`config.mk`:
```
export PLATFORM = sky130hd
export DESIGN_NAME = extint_ctrl
export DESIGN_NICKNAME = d
export VERILOG_FILES = /design/src/rtl/extint_pkg.sv /design/src/rtl/extint_sync.sv /design/src/rtl/extint_pin_detect.sv /design/src/rtl/extint_regs.sv /design/src/rtl/extint_ctrl.sv
export SDC_FILE = /design/constraint.sdc
export NUM_CORES = 1
export LEC_CHECK = 0
export ABC_CLOCK_PERIOD_IN_PS = 4200
export BUFFER_PORTS_ARGS = -buffer_cell sky130_fd_sc_hd__buf_2
export CAP_MARGIN = 20
export CORE_ASPECT_RATIO = 2
export CORE_MARGIN = 2
export CORE_UTILIZATION = 66
export DETAILED_ROUTE_END_ITERATION = 10
export GPL_TIMING_DRIVEN = 0
export PLACE_DENSITY = 0.95
export REMOVE_ABC_BUFFERS = 1
export SLEW_MARGIN = 20
export SYNTH_ARGS = -nofsm -noshare
export SYNTH_HDL_FRONTEND = slang
export SYNTH_SLANG_ARGS = --single-unit
export TNS_END_PERCENT = 20
```
`constraint.sdc`:
```
create_clock -name clk -period 4.2 [get_ports clk]
set_input_delay 0.42 -clock clk [delete_from_list [all_inputs] [get_ports clk]]
set_output_delay 0.42 -clock clk [all_outputs]
set_load 0.05 [all_outputs]
```
`src/rtl/extint_pkg.sv`:
```
`timescale 1ns/1ps
// Package: shared constants and types for the external interrupt controller.
// Assumes a 12-bit byte-offset register bus with 32-bit data.
package extint_pkg;

    localparam int REG_ADDR_W = 12;
    localparam int REG_DATA_W = 32;
    localparam int SENSE_W    = 4;

    // Register byte offsets
    localparam logic [REG_ADDR_W-1:0] OFS_REQ      = 12'h000;
    localparam logic [REG_ADDR_W-1:0] OFS_EN_CLR   = 12'h004;
    localparam logic [REG_ADDR_W-1:0] OFS_EN_SET   = 12'h008;
    localparam logic [REG_ADDR_W-1:0] OFS_DET      = 12'h100;
    localparam logic [REG_ADDR_W-1:0] OFS_MON      = 12'h104;
    localparam logic [REG_ADDR_W-1:0] OFS_CFG_BASE = 12'h180;

    // Sense codes held in configuration bits 3:0
    localparam logic [SENSE_W-1:0] SENSE_LOW  = 4'h1;
    localparam logic [SENSE_W-1:0] SENSE_HIGH = 4'h2;
    localparam logic [SENSE_W-1:0] SENSE_FALL = 4'h4;
    localparam logic [SENSE_W-1:0] SENSE_RISE = 4'h8;
    localparam logic [SENSE_W-1:0] SENSE_BOTH = 4'hC;

    localparam logic [REG_DATA_W-1:0] CFG_RESET = 32'h0000_0002;

    typedef enum logic [2:0] {
        MODE_NONE,
        MODE_LOW,
        MODE_HIGH,
        MODE_FALL,
        MODE_RISE,
        MODE_BOTH
    } sense_mode_e;

    // Map a raw sense code to a detection mode; unknown codes detect nothing.
    function automatic sense_mode_e decode_sense(input logic [SENSE_W-1:0] code);
        case (code)
            SENSE_LOW:  return MODE_LOW;
            SENSE_HIGH: return MODE_HIGH;
            SENSE_FALL: return MODE_FALL;
            SENSE_RISE: return MODE_RISE;
            SENSE_BOTH: return MODE_BOTH;
            default:    return MODE_NONE;
        endcase
    endfunction

endpackage

```
`src/rtl/extint_sync.sv`:
```
`timescale 1ns/1ps
// Module: extint_sync
// Two-stage synchroniser for a vector of asynchronous pins. Each bit is
// treated independently; no multi-bit coherency is assumed or provided.
module extint_sync #(
    parameter int WIDTH = 8
) (
    input  logic             clk,
    input  logic             rst_n,
    input  logic [WIDTH-1:0] async_i,
    output logic [WIDTH-1:0] sync_o
);

    logic [WIDTH-1:0] stage1_q;
    logic [WIDTH-1:0] stage2_q;

    // Shift the raw pins through two flops to settle metastability.
    always_ff @(posedge clk) begin
        if (!rst_n) begin
            stage1_q <= '0;
            stage2_q <= '0;
        end else begin
            stage1_q <= async_i;
            stage2_q <= stage1_q;
        end
    end

    assign sync_o = stage2_q;

endmodule

```
`src/rtl/extint_pin_detect.sv`:
```
`timescale 1ns/1ps
// Module: extint_pin_detect
// Event detection and sticky status for one pin. Takes an already
// synchronised level. Edges come from comparing that level with its value
// one clock earlier. A clear request and a new event in the same cycle
// leave the status set.
module extint_pin_detect
    import extint_pkg::*;
(
    input  logic        clk,
    input  logic        rst_n,
    input  logic        lvl_i,
    input  sense_mode_e mode_i,
    input  logic        clr_i,
    output logic        det_o
);

    logic prev_q;
    logic det_q;
    logic rise;
    logic fall;
    logic evt;

    // Remember the previous synchronised level for edge comparison.
    always_ff @(posedge clk) begin
        if (!rst_n) prev_q <= 1'b0;
        else        prev_q <= lvl_i;
    end

    assign rise = lvl_i & ~prev_q;
    assign fall = ~lvl_i & prev_q;

    // Select the event condition for the configured mode.
    always_comb begin
        case (mode_i)
            MODE_LOW:  evt = ~lvl_i;
            MODE_HIGH: evt = lvl_i;
            MODE_FALL: evt = fall;
            MODE_RISE: evt = rise;
            MODE_BOTH: evt = rise | fall;
            default:   evt = 1'b0;
        endcase
    end

    // Sticky status: clear on request, a same-cycle event wins.
    always_ff @(posedge clk) begin
        if (!rst_n) det_q <= 1'b0;
        else        det_q <= (det_q & ~clr_i) | evt;
    end

    assign det_o = det_q;

endmodule

```
`src/rtl/extint_regs.sv`:
```
`timescale 1ns/1ps
// Module: extint_regs
// Software-written state: the per-pin enable mask and the per-pin 32-bit
// configuration words. The write strobes are decoded by the parent; the
// set and clear strobes are assumed never to be active together.
module extint_regs
    import extint_pkg::*;
#(
    parameter int NUM_PINS = 8
) (
    input  logic                                clk,
    input  logic                                rst_n,
    input  logic                                en_set_we,
    input  logic                                en_clr_we,
    input  logic [NUM_PINS-1:0]                 en_mask_i,
    input  logic [NUM_PINS-1:0]                 cfg_we,
    input  logic [REG_DATA_W-1:0]               wdata_i,
    output logic [NUM_PINS-1:0]                 en_o,
    output logic [NUM_PINS-1:0][REG_DATA_W-1:0] cfg_o
);

    logic [NUM_PINS-1:0] en_q;

    // Apply write-one-to-set and write-one-to-clear to the enable mask.
    always_ff @(posedge clk) begin
        if (!rst_n)         en_q <= '0;
        else if (en_set_we) en_q <= en_q | en_mask_i;
        else if (en_clr_we) en_q <= en_q & ~en_mask_i;
    end

    assign en_o = en_q;

    for (genvar n = 0; n < NUM_PINS; n++) begin : g_cfg
        logic [REG_DATA_W-1:0] cfg_q;

        // Hold the full configuration word of pin n.
        always_ff @(posedge clk) begin
            if (!rst_n)         cfg_q <= CFG_RESET;
            else if (cfg_we[n]) cfg_q <= wdata_i;
        end

        assign cfg_o[n] = cfg_q;
    end

endmodule

```
`src/rtl/extint_ctrl.sv`:
```
`timescale 1ns/1ps
// Module: extint_ctrl (top)
// External interrupt pin controller: synchronises NUM_PINS pins, detects
// the event chosen per pin, keeps sticky detect bits, and drives one
// request output per pin gated by an enable mask. Assumes 1 <= NUM_PINS
// <= 32 and a single-cycle register write strobe.
module extint_ctrl
    import extint_pkg::*;
#(
    parameter int NUM_PINS = 8
) (
    input  logic                  clk,
    input  logic                  rst_n,
    input  logic [NUM_PINS-1:0]   pin_i,
    input  logic                  bus_we,
    input  logic [REG_ADDR_W-1:0] bus_addr,
    input  logic [REG_DATA_W-1:0] bus_wdata,
    output logic [REG_DATA_W-1:0] bus_rdata,
    output logic [NUM_PINS-1:0]   irq_o
);

    localparam int CFG_STRIDE = 4;

    logic [NUM_PINS-1:0]                 pin_lvl;
    logic [NUM_PINS-1:0]                 det_q;
    logic [NUM_PINS-1:0]                 en_q;
    logic [NUM_PINS-1:0][REG_DATA_W-1:0] cfg_q;
    logic [NUM_PINS-1:0]                 cfg_we;
    logic [NUM_PINS-1:0]                 det_clr;
    logic                                en_set_we;
    logic                                en_clr_we;
    logic                                det_we;

    assign en_set_we = bus_we && (bus_addr == OFS_EN_SET);
    assign en_clr_we = bus_we && (bus_addr == OFS_EN_CLR);
    assign det_we    = bus_we && (bus_addr == OFS_DET);
    assign det_clr   = det_we ? bus_wdata[NUM_PINS-1:0] : '0;

    extint_sync #(.WIDTH(NUM_PINS)) u_sync (
        .clk     (clk),
        .rst_n   (rst_n),
        .async_i (pin_i),
        .sync_o  (pin_lvl)
    );

    extint_regs #(.NUM_PINS(NUM_PINS)) u_regs (
        .clk       (clk),
        .rst_n     (rst_n),
        .en_set_we (en_set_we),
        .en_clr_we (en_clr_we),
        .en_mask_i (bus_wdata[NUM_PINS-1:0]),
        .cfg_we    (cfg_we),
        .wdata_i   (bus_wdata),
        .en_o      (en_q),
        .cfg_o     (cfg_q)
    );

    for (genvar n = 0; n < NUM_PINS; n++) begin : g_pin
        localparam logic [REG_ADDR_W-1:0] CFG_OFS =
            OFS_CFG_BASE + REG_ADDR_W'(n * CFG_STRIDE);

        assign cfg_we[n] = bus_we && (bus_addr == CFG_OFS);

        extint_pin_detect u_det (
            .clk    (clk),
            .rst_n  (rst_n),
            .lvl_i  (pin_lvl[n]),
            .mode_i (decode_sense(cfg_q[n][SENSE_W-1:0])),
            .clr_i  (det_clr[n]),
            .det_o  (det_q[n])
        );
    end

    assign irq_o = det_q & en_q;

    // Combinational register read multiplexer.
    always_comb begin
        bus_rdata = '0;
        case (bus_addr)
            OFS_REQ:    bus_rdata = REG_DATA_W'(irq_o);
            OFS_EN_CLR: bus_rdata = REG_DATA_W'(en_q);
            OFS_DET:    bus_rdata = REG_DATA_W'(det_q);
            OFS_MON:    bus_rdata = REG_DATA_W'(pin_lvl);
            default: begin
                for (int n = 0; n < NUM_PINS; n++) begin
                    if (bus_addr == OFS_CFG_BASE + REG_ADDR_W'(n * CFG_STRIDE))
                        bus_rdata = cfg_q[n];
                end
            end
        endcase
    end

endmodule

```
Word-level counts from Yosys, hierarchy flattened

Cells that the tools add are included.

Equal/unequal tests: 92
Reduce and logical (&&, ||, !) cells: 13
Bitwise gates (word level): 68
Multiplexer cells: 28

Operators with widths:

| operator              | count |
|---|---|
| $mux W32              | 8 |
| $pmux W32 S4          | 1 |
| $eq A12 B9 Y1 const B | 10 |
| $pmux W3 S5           | 8 |
| $eq A4 B4 Y1 const B  | 16 |
| $eq A3 B2 Y1 const B  | 16 |
| $eq A3 B3 Y1 const B  | 16 |
| $pmux W1 S5           | 8 |
| $eq A4 B1 Y1 const B  | 8 |
| $eq A4 B2 Y1 const B  | 8 |
| $eq A4 B3 Y1 const B  | 8 |
| $and A1 B1 Y1         | 24 |
| $eq A3 B1 Y1 const B  | 8 |
| $mux W8               | 3 |
| $not A1 Y1            | 24 |
| $and A8 B8 Y8         | 2 |
| $or A1 B1 Y1          | 16 |
| $eq A12 B3 Y1 const B | 1 |
| $eq A12 B4 Y1 const B | 1 |
| $logic_not A12 Y1     | 1 |
| $logic_and A1 B1 Y1   | 11 |
| $not A8 Y8            | 1 |
| $or A8 B8 Y8          | 1 |
| $reduce_bool A2 Y1    | 1 |

Register bits: 296
Bits of input ports: 55
Output and inout bits: 40

Logic depth before layout (Yosys ltp)

Gate-level depths: netlist of run 1.

Depth in word-level cells: 10
Depth in mapped cells: 9

Hierarchy

A second synthesis of run 1 with hierarchy kept.

Cell total of the unflattened synthesis: 1532
Area total of the unflattened synthesis: 14970.6 um^2

By module, submodules not included:

| module            | cells each | instances | seq. area each (um^2) | area each (um^2) |
|---|---|---|---|---|
| extint_regs       | 895        | 1         | 5285.1                | 10189.8 |
| extint_ctrl       | 468        | 1         | 0.0                   | 3183.1 |
| extint_pin_detect | 17         | 8         | 40.0                  | 143.9 |
| extint_sync       | 33         | 1         | 320.3                 | 446.7 |

Least setup slack after synthesis of run 1

No wires, ideal clock.

Kind: input-to-output
Start point: input port bus_addr[5]
End point: output port bus_rdata[12]
Slack: 634 ps
Data arrival time: 3146 ps
Path buffers: 0
Stages: 5
Cell sequence: or4_4 -> nor3_4 -> nand3_2 -> o21bai_1 -> o41ai_1

Word-level cells in the longest chain between the ends: 10
Elaborated cells between the ends (all ways): 21
Those cells by class: 11 x eq/ne; 9 x mux; 1 x reduce/logical

Ends and longest elaborated chain:

| what                  | RTL line          | text |
|---|---|---|
| start, declared       | extint_ctrl.sv:16 | `input logic [REG_ADDR_W-1:0] bus_addr,` |
| $eq A12 B9 Y1         | extint_ctrl.sv:86 | `if (bus_addr == OFS_CFG_BASE + REG_ADDR_W'(n * CFG_STRIDE))` |
| $mux W32 (8 in a row) | extint_ctrl.sv:86 |  |
| $pmux W32 S4 (*)      | extint_ctrl.sv:79 | `case (bus_addr)` |
| end, declared         | extint_ctrl.sv:18 | `output logic [REG_DATA_W-1:0] bus_rdata,` |

Every way passes the cells marked *; elsewhere a longest branch is shown, timed or not.

Worst setup path after layout of run 1

Start point: input port bus_addr[1]
End point: output port bus_rdata[12]

The elaborated chain is that of the path after synthesis.

==> tab_implementation.tex, run 1 <==
\begin{tabular}{lr}
\hline
Metric & Value \\
\hline
\multicolumn{2}{l}{\textbf{Run status}} \\
\quad Outcome & finished, violations left \\
\quad Violations in the final reports & negative setup slack \\
\multicolumn{2}{l}{\textbf{Floorplan}} \\
\quad Area of the core & 21500 um2 \\
\quad DIE WIDTH & 108 um \\
\quad Floorplan die area & 23100 um2 \\
\quad IO Count & 95 \\
\quad Initial Utilization & 0.670 \\
\quad Vertical die dimension & 213 um \\
\quad Number of placement rows & 76 \\
\multicolumn{2}{l}{\textbf{Logic synthesis}} \\
\quad Mapped Area & 14400 um2 \\
\quad Most used flip-flop cell after synthesis & dfxtp\_1 \\
\quad Synth Warn \# & 0 \\
\quad Async set-or-reset flop fraction in the synthesized netlist & 0 \\
\quad Number of distinct library cells after synthesis & 62 \\
\quad Portion of the post-synthesis area used by sequential elements & 0.411 \\
\quad Mean area per synthesized cell & 8.15 um2 \\
\quad Number of instances in the synthesized netlist & 1767 \\
\quad Register bit count reported by yosys & 296 \\
\quad Count of flip-flops with a built-in enable after synthesis & 0 \\
\multicolumn{2}{l}{\textbf{Pwr}} \\
\quad Peak VDD IR & 396 uV \\
\quad Power density of the placed cells & 368 nW/um2 \\
\quad Leak pwr & 5.62 nW \\
\multicolumn{2}{l}{\textbf{STA}} \\
\quad Total count of hold-check failures in the final report & 0 \\
\quad Final worst path period need & 4.33 ns \\
\quad Post-route setup slack & -0.131 ns \\
\quad Final number of setup-violating endpoints & 1 \\
\quad Final period util & 1.03 \\
\quad Number of pins with negative max-slew slack in the final report & 0 \\
\quad Fin Clk Skew & 0.0192 ns \\
\quad Transition time at the pin with the least slew margin & 1.15 ns \\
\quad Peak clock frequency supported by timing & 0.231 GHz \\
\quad Slew Limit Headroom & 0.230 \\
\multicolumn{2}{l}{\textbf{Clocking}} \\
\quad Clock latency on the worst-skew pair & 0.59 ns \\
\quad Hold bufs inserted after CTS & 0 \\
\quad Master cell of the clock root buffer & clkbuf\_16 \\
\quad Post CTS Setup Buffer Count & 0 \\
\quad Total clock buffers created by CTS & 25 \\
\quad Clock-pin slew reported for the worst setup and hold paths after clock tree synthesis & 0.07 ns \\
\quad Largest buffer count on any clock path & 3 \\
\quad Number of H-tree levels & 1 \\
\quad CTS tree & yes \\
\quad Count of clock tree sinks & 296 \\
\multicolumn{2}{l}{\textbf{Detailed routing}} \\
\quad Via density per instance & 7.08 \\
\quad Post-Route WL & 49800 um \\
\quad Overall via count from detail\_route & 14500 \\
\quad Detailed-route wire length per cell & 24.4 um \\
\quad Iteration-0 DRC count of the detailed router & 2667 \\
\quad DRT antenna net count & 0 \\
\quad Count of TritonRoute iterations in the first routing pass & 8 \\
\quad Detailed-route DRC error count & 0 \\
\multicolumn{2}{l}{\textbf{Placed design}} \\
\quad Worst setup timing slack at the placement stage & -0.314 ns \\
\quad Routability congestion estimate from global placement & 0.924 \\
\quad Half-perimeter wire length of the detailed placement result & 29400 um \\
\quad Input/output buffers & 94 \\
\multicolumn{2}{l}{\textbf{Global routing}} \\
\quad Met2 demand-to-capacity share in global routing & 0.668 \\
\quad Met3 demand-to-capacity share in global routing & 0.136 \\
\quad Number of antenna violations at the first check in global routing & 2 \\
\quad GRT Util Overall & 0.434 \\
\quad Pin count of the biggest net entering global routing & 151 \\
\quad Global-route congestion overflow total & 0 \\
\quad Most used routing layer in global routing & met2 \\
\quad Via count of the first global-routing pass & 14800 \\
\quad First-pass GRT wire length & 76800 um \\
\quad M1 GR Usage & 0.445 \\
\multicolumn{2}{l}{\textbf{Run}} \\
\quad Total of max-cap violations & 0 \\
\multicolumn{2}{l}{\textbf{Cells and area}} \\
\quad Nets@finish & 1820 \\
\quad Final standard cell utilization of the core & 0.742 \\
\quad Layout filler cell count & 1396 \\
\quad Area grow syn2layout & 10.7\% \\
\quad Share of final-layout standard cells stronger than drive strength 1 & 0.134 \\
\multicolumn{2}{l}{\textbf{Critical path}} \\
\quad Kind of critical path & input port to output port \\
\quad Largest fanout on the critical path & 32 \\
\quad Arrival time of the worst setup path & 3.91 ns \\
\quad Crit path capture type & output port \\
\quad Crit path required time & 3.78 ns \\
\quad Type of element launching the critical path & input port \\
\multicolumn{2}{l}{\textbf{Min path}} \\
\quad Hold WC Path Type & input port to flop \\
\hline
\end{tabular}
layout make-up:
| class | count | area, um2 | area share |
|---|---|---|---|
| well taps | 273 | 342 | 0.0214 |
| diodes | 1 | 2.50 | 0.000157 |
| repair buffers | 123 | 931 | 0.0584 |
| clock buffers | 31 | 698 | 0.0438 |
| clock inverters | 14 | 224 | 0.0140 |
| flip-flops and latches | 296 | 5930 | 0.372 |
| inverters | 33 | 125 | 0.00785 |
| multi-input cells | 1270 | 7690 | 0.483 |
state kept, by name, summed over array words and instances, names as in the netlist, named ones only:
name and cells:
g_pin.u_det.det_o 8, g_pin.u_det.prev_q 8, u_sync.sync_o 8, u_sync.stage1_q 8, u_regs.g_cfg.cfg_q 256
metrics by stage:
| step | std cells | TNS, ns | hold WS (ns) | instance area (um2) | power (mW) |
|---|---|---|---|---|---|
| 3_5_place_dp | 1995 | -2.09 | 0.423 | 15000 | 3.22 |
| 3_3_place_gp | 1966 | -431.00 | 0.416 | 14500 | 3.22 |
| 2_1_floorplan | 1599 | 0 | 0.412 | 13700 | 3.03 |
| 6_report | 2041 | -0.131 | 0.0355 | 15900 | 5.87 |
| 5_1_grt | 2041 | -0.00545 | 0.0518 | 15900 | 5.95 |
| 4_1_cts | 2040 | 0 | 0.0708 | 15900 | 5.79 |
repair_timing:
| action | in CTS | in global routing |
|---|---|---|
| endpoints found under the setup margin | 24 | 5 |
| resized for setup | 3 | 2 |
| endpoints found under the hold margin | 0 | 0 |
per-layer routing:
metal  up-vias  wire (um)  part of all wire
li1       6026          -                 -
met1      6544      14900              0.30
met2      1304      22400              0.45
met3       577       6040              0.12
met4         2       6400              0.13
met5         -         13           0.00026
layout by cell type, fill, tap and decap left out, types with 4 or more instances in the layout:
master     instances
a211oi_1          24
mux2i_1           51
or3_1              5
clkbuf_8           5
a32o_1            20
a21boi_0         200
o2111ai_1          8
o31ai_1            7
o31ai_2            5
and2_1            33
nand4_1            5
ha_1              16
buf_4              8
nor2_1            60
clkinv_2           8
inv_1             32
a22oi_1           12
o2bb2ai_1          5
o21ai_0           43
mux2_2            24
buf_16             6
buf_6              8
a21oi_1           61
bufinv_16          6
buf_2             91
a22o_1             7
o22ai_1           36
a211o_1            7
nor3_1            36
o221ai_1           9
a32oi_1            6
nand2_1          468
nor2b_1           31
mux4_2             5
buf_8              8
o211ai_1           9
a21boi_1          25
clkbuf_16         25
dfxtp_1          296
nor3_2             4
cells in the mapped netlist, types with 12 or more instances:
cell type,number,area [um2]
a211oi_1,24,180
a21boi_0,200,1500
a21boi_1,25,188
a21oi_1,61,305
a22oi_1,12,90.1
a32o_1,20,200
and2_1,33,206
buf_2,64,320
clkbuf_1,93,349
dfxtp_1,296,5930
ha_1,16,200
inv_1,32,120
mux2_2,24,270
mux2i_1,51,510
nand2_1,469,1760
nor2_1,64,240
nor2b_1,32,200
nor3_1,38,190
o21ai_0,43,215
o22ai_1,36,225
worst max-delay path, stage by stage:
cell      delay, ns
buf_2          0.14
or2_2          0.66
nor3_4         0.74
nand3_2        0.61
o21bai_1       0.37
o41ai_1        0.57
buf_2          0.39
final timing paths:
check                                   start                         endpoint  slack, ns  depth (start not counted)
max                               bus_addr[1]                    bus_rdata[12]      -0.13                          7
min                                  pin_i[7]    u_sync.stage1_q[7]$_SDFF_PN0_       0.04                          2
max reg2reg  g_pin[0].u_det.prev_q$_SDFF_PN0_  g_pin[0].u_det.det_o$_SDFF_PN0_       2.83                          5
min reg2reg     u_sync.stage1_q[7]$_SDFF_PN0_      u_sync.sync_o[7]$_SDFF_PN0_       0.44                          1
power breakdown:
| group | total (mW) | switching (mW) | internal [mW] |
|---|---|---|---|
| combinational | 0.360 | 0.246 | 0.115 |
| sequential | 2.83 | 0.0105 | 2.82 |
| clock | 2.68 | 1.13 | 1.55 |
cell families after synthesis:
logic type	count (synthesis)	synth area share
AND/OR/NAND/NOR	680	0.206
AO/OA/AOI/OAI	494	0.247
flip-flops	296	0.411
buffers and inverters	201	0.0598
multiplexers	80	0.0620
adder cells (fa/ha/maj)	16	0.0139
Note: power is estimated with default switching activity, not from simulation.
==> run 2, diff against run 1 <==
--- a/config.mk
+++ b/config.mk
@@ -5,12 +5,13 @@
 export SDC_FILE = /design/constraint.sdc
 export NUM_CORES = 1
 export LEC_CHECK = 0
+export ABC_AREA = 1
 export ABC_CLOCK_PERIOD_IN_PS = 4200
 export BUFFER_PORTS_ARGS = -buffer_cell sky130_fd_sc_hd__buf_2
 export CAP_MARGIN = 20
 export CORE_ASPECT_RATIO = 2
 export CORE_MARGIN = 2
-export CORE_UTILIZATION = 66
+export CORE_UTILIZATION = 65
 export DETAILED_ROUTE_END_ITERATION = 10
 export GPL_TIMING_DRIVEN = 0
 export PLACE_DENSITY = 0.95
==> run 2 against run 1 <==
Net effect:
- power decreased by 6.1%
- sequential share of layout area is 3.3 points higher
- critical path type unchanged
- utilization fell by 2.0 points
- register-to-register slack worse by 0.06 ns
- via count down 9.2%
- clock-buffer cell count is 1 higher
- synthesized cell count up 2.0%
- maximum frequency grew 11%
- final cell count grew 3.3%
- the run now ends clean
==> tab_implementation.tex, run 2 <==
\begin{tabular}{lr}
\hline
Metric & Value \\
\hline
\multicolumn{2}{l}{\textbf{Run status}} \\
\quad Outcome & complete, no violations \\
\multicolumn{2}{l}{\textbf{Clocking}} \\
\quad Post CTS Setup Buffer Count & 0 (unchanged) \\
\quad Cells resized by post-CTS repair & 0 (-3) \\
\quad Hold bufs inserted after CTS & 0 (unchanged) \\
\quad Clock latency on the worst-skew pair & 0.54 ns (-0.05 ns) \\
\quad Largest buffer count on any clock path & 3 (unchanged) \\
\quad Number of H-tree levels & 1 (unchanged) \\
\quad Clock-pin slew reported for the worst setup and hold paths after clock tree synthesis & 0.07 ns (about the same) \\
\quad CTS tree & yes \\
\quad Count of clock tree sinks & 296 (unchanged) \\
\quad Master cell of the clock root buffer & clkbuf\_16 \\
\quad Total clock buffers created by CTS & 25 (unchanged) \\
\multicolumn{2}{l}{\textbf{STA}} \\
\quad Final worst path period need & 3.89 ns (-0.442 ns) \\
\quad Number of pins with negative max-slew slack in the final report & 0 (unchanged) \\
\quad Transition time at the pin with the least slew margin & 1.19 ns (+0.0305 ns) \\
\quad Final number of setup-violating endpoints & 0 (-1) \\
\quad Fin Clk Skew & 0.0142 ns (-0.00499 ns) \\
\quad RSZ-0062 raised after global routing & false \\
\quad Smallest hold slack & 0.0645 ns (+0.0290 ns) \\
\quad Total count of hold-check failures in the final report & 0 (unchanged) \\
\quad Final period util & 0.926 (-0.105) \\
\quad Slew Limit Headroom & 0.208 (-0.0222) \\
\quad Peak clock frequency supported by timing & 0.257 GHz (+11\%) \\
\multicolumn{2}{l}{\textbf{Placed design}} \\
\quad Half-perimeter wire length of the detailed placement result & 23900 um (-19\%) \\
\quad Routability congestion estimate from global placement & 0.949 (+2.7\%) \\
\quad Post-placement cell area & 13800 um2 (-8.2\%) \\
\quad Input/output buffers & 94 (unchanged) \\
\multicolumn{2}{l}{\textbf{Critical path}} \\
\quad Crit path required time & 3.78 ns (about the same) \\
\quad Worst reg-to-reg setup slack & 2.77 ns (-0.06 ns) \\
\quad Largest fanout on the critical path & 32 (unchanged) \\
\quad Kind of critical path & input port to output port \\
\quad Capturing element of the worst setup path & bus\_rdata[12] \\
\quad Destination of the worst register-to-register timing path & g\_pin[6].u\_det.det\_o\$\_SDFF\_PN0\_ \\
\quad Type of element launching the critical path & input port \\
\quad Launch instance of the worst register-to-register path & u\_sync.sync\_o[6]\$\_SDFF\_PN0\_ \\
\quad Critical Path Source & bus\_addr[6] \\
\quad Arrival time of the worst setup path & 3.47 ns (-0.44 ns) \\
\quad Crit path capture type & output port \\
\quad Worst R2R Path Depth & 6 (+1) \\
\multicolumn{2}{l}{\textbf{Detailed routing}} \\
\quad Overall via count from detail\_route & 13100 (-9.2\%) \\
\quad Detailed-route wire length per cell & 18.5 um (-24\%) \\
\quad Detailed-route DRC error count & 0 (unchanged) \\
\quad Post-Route WL & 39000 um (-22\%) \\
\quad Iteration-0 DRC count of the detailed router & 1289 (-52\%) \\
\quad DRT antenna net count & 0 (unchanged) \\
\quad Count of TritonRoute iterations in the first routing pass & 6 (-2) \\
\quad Via density per instance & 6.23 (-12\%) \\
\multicolumn{2}{l}{\textbf{Cells and area}} \\
\quad Most frequent standard cell in the layout excluding fill and tap cells & a21oi\_1 \\
\quad Max reg flops & 256 (unchanged) \\
\quad Share of final-layout standard cells stronger than drive strength 1 & 0.105 (-0.0282) \\
\quad Area grow syn2layout & 10.2\% \\
\quad Diodes inserted & 0 (-1) \\
\quad Layout filler cell count & 1469 (+5.2\%) \\
\quad Nets@finish & 1896 (+4.2\%) \\
\quad Total area of sequential cells & 5930 um2 (unchanged) \\
\quad Post-layout instance area & 14600 um2 (-8.2\%) \\
\quad Multi-input gate area in the final layout & 5760 um2 (-25\%) \\
\quad Most frequent cells in the layout & a21oi\_1 (329), dfxtp\_1 (296), inv\_1 (268) \\
\quad Most flops, register & u\_regs.g\_cfg.cfg\_q \\
\multicolumn{2}{l}{\textbf{Floorplan}} \\
\quad Area of the core & 20300 um2 (-5.6\%) \\
\quad DIE WIDTH & 105 um (-3.1\%) \\
\quad Floorplan die area & 21700 um2 (-6.2\%) \\
\quad Initial Utilization & 0.655 (-0.0155) \\
\quad Vertical die dimension & 206 um (-3.2\%) \\
\quad Number of placement rows & 74 (-2.6\%) \\
\quad IO Count & 95 (unchanged) \\
\multicolumn{2}{l}{\textbf{Logic synthesis}} \\
\quad Register bit count reported by yosys & 296 (unchanged) \\
\quad Mapped Area & 13300 um2 (-7.8\%) \\
\quad Fraction of the mapped netlist area in compound gates & 0.277 (+0.0304) \\
\quad Cell with the most instances after synthesis & a21oi\_1 \\
\quad Portion of the post-synthesis area used by sequential elements & 0.446 (+0.0350) \\
\quad Number of instances in the synthesized netlist & 1803 (+2.0\%) \\
\quad Top-area cell type share of the netlist area & 0.446 (+0.0350) \\
\quad Most used flip-flop cell after synthesis & dfxtp\_1 \\
\quad Area contributors post-synth & dfxtp\_1 (45\%), a21oi\_1 (12\%), inv\_1 (7.6\%) \\
\quad XOR/XNOR Fraction of Synth Area & 0 (unchanged) \\
\quad Synth Warn \# & 0 (unchanged) \\
\quad Area leader, netlist & dfxtp\_1 \\
\quad Async set-or-reset flop fraction in the synthesized netlist & 0 (unchanged) \\
\quad Arithmetic-cell share of the synthesized area counting full adders, half adders and majority gates & 0.0151 (+0.00118) \\
\quad Mean area per synthesized cell & 7.36 um2 (-9.7\%) \\
\quad Proportion of synthesized area in mux cells & 0 (-0.0620) \\
\quad Count of flip-flops with a built-in enable after synthesis & 0 (unchanged) \\
\quad Commonest cells post-synth & a21oi\_1 (329), dfxtp\_1 (296), inv\_1 (268) \\
\quad Number of distinct library cells after synthesis & 39 (-37\%) \\
\quad Post-synthesis simple-gate area fraction & 0.140 (-0.0662) \\
\quad Combinational family with the most area after synthesis & compound AO/OA/AOI/OAI gates \\
\multicolumn{2}{l}{\textbf{Min path}} \\
\quad Hold WC Path Type & input port to flop \\
\multicolumn{2}{l}{\textbf{Global routing}} \\
\quad First-pass GRT wire length & 62100 um (-19\%) \\
\quad Number of antenna violations at the first check in global routing & 0 (-2) \\
\quad GRT Util Overall & 0.356 (-0.0780) \\
\quad Global-route congestion overflow total & 0 (unchanged) \\
\quad Pin count of the biggest net entering global routing & 155 (+2.6\%) \\
\quad Via count of the first global-routing pass & 13100 (-11\%) \\
\multicolumn{2}{l}{\textbf{Pwr}} \\
\quad Part of the power in registers & 0.513 (+0.031) \\
\quad Power density of the placed cells & 377 nW/um2 (+2.3\%) \\
\quad Share of total power consumed by net switching & 0.222 (-0.0136) \\
\quad Leak pwr & 6.20 nW (+10\%) \\
\quad Part of the power in the clock network & 0.450 (-0.006) \\
\quad Switching Power & 1.22 mW (-11\%) \\
\quad Combinational fraction of design power & 0.037 (-0.024) \\
\quad Peak VDD IR & 357 uV (-9.7\%) \\
\quad Internal power component & 4.28 mW (-4.4\%) \\
\multicolumn{2}{l}{\textbf{Run}} \\
\quad Total of max-cap violations & 0 (unchanged) \\
\hline
\end{tabular}
## run 2: changes by cell type after synthesis, moves of 31 or more
cell	before	now
clkbuf_1	93	49
and2_1	33	0
mux2i_1	51	0
o21ai_1	0	121
nand2_1	469	218
o21ai_0	43	196
nor3_1	38	7
a21boi_0	200	0
a21oi_1	61	329
nor2b_1	32	0
inv_1	32	268
## run 2: worst min-delay path by stage
stage                                        startpoint                            end  slack (ns)  cells past startpoint
final                                          pin_i[7]  u_sync.stage1_q[7]$_SDFF_PN0_        0.06                      3
after global routing                           pin_i[6]  u_sync.stage1_q[6]$_SDFF_PN0_        0.08                      3
after CTS                                      pin_i[7]  u_sync.stage1_q[7]$_SDFF_PN0_        0.06                      3
after detailed placement  u_sync.stage1_q[0]$_SDFF_PN0_    u_sync.sync_o[0]$_SDFF_PN0_        0.41                      2
after global placement    u_sync.stage1_q[0]$_SDFF_PN0_    u_sync.sync_o[0]$_SDFF_PN0_        0.39                      2
after floorplan           u_sync.stage1_q[0]$_SDFF_PN0_    u_sync.sync_o[0]$_SDFF_PN0_        0.39                      2
## run 2: routing by layer
metal,share of wire,wire length (um),global-route usage
met2,0.49,19100,0.615
met4,0.082,3180,0.301
met3,0.087,3390,0.0568
met5,0,0,0
met1,0.34,13300,0.374
## run 2: final cells by class
cell class	count	share of cell area
Sequential cell	296	0.405
Multi-Input combinational cell	1115	0.393
Inverter	283	0.0728
Timing Repair Buffer	104	0.0475
Clock buffer	32	0.0473
Tap cell	266	0.0227
Clock inverter	12	0.0114
## run 2: cell families (layout without fill, tap and decap cells)
| kind of cell | Yosys count | in the layout |
|---|---|---|
| buffers and inverters | 392 | 431 |
| adders and majority gates | 16 | 16 |
| DFF | 296 | 296 |
| AOI/OAI and AO/OA | 701 | 701 |
| and+or+nand+nor | 398 | 398 |
## run 2: through the flow
| stage | setup slack [ns] | total power [mW] | std cells | util | setup TNS (ns) |
|---|---|---|---|---|---|
| floorplan | 0.861 | 2.98 | 1694 | - | 0 |
| global placement | -0.886 | 3.08 | 2054 | 0.667 | -42.14 |
| detailed placement | 0.500 | 3.09 | 2064 | 0.679 | 0 |
| CTS | 0.458 | 5.49 | 2108 | 0.721 | 0 |
| global route | 0.172 | 5.63 | 2108 | 0.722 | 0 |
| finish | 0.311 | 5.51 | 2108 | 0.722 | 0 |
## run 2: critical path, cell delays in order
cell       delay [ns]
buf_2            0.10
inv_1            0.07
nand2_1          0.08
nor2_4           0.76
nand4_1          0.85
buf_8            0.42
nor2_1           0.16
nor2_1           0.10
o2111ai_1        0.08
o21ai_1          0.10
inv_1            0.06
buf_2            0.25
## run 2: power groups by stage
stage,sequential [mW],clock (mW),combinational [mW]
after floorplan,2.89,0,0.0875
after global placement,2.89,0,0.189
after detailed placement,2.89,0,0.195
after CTS,2.83,2.46,0.198
after global routing,2.83,2.58,0.222
final,2.83,2.48,0.204
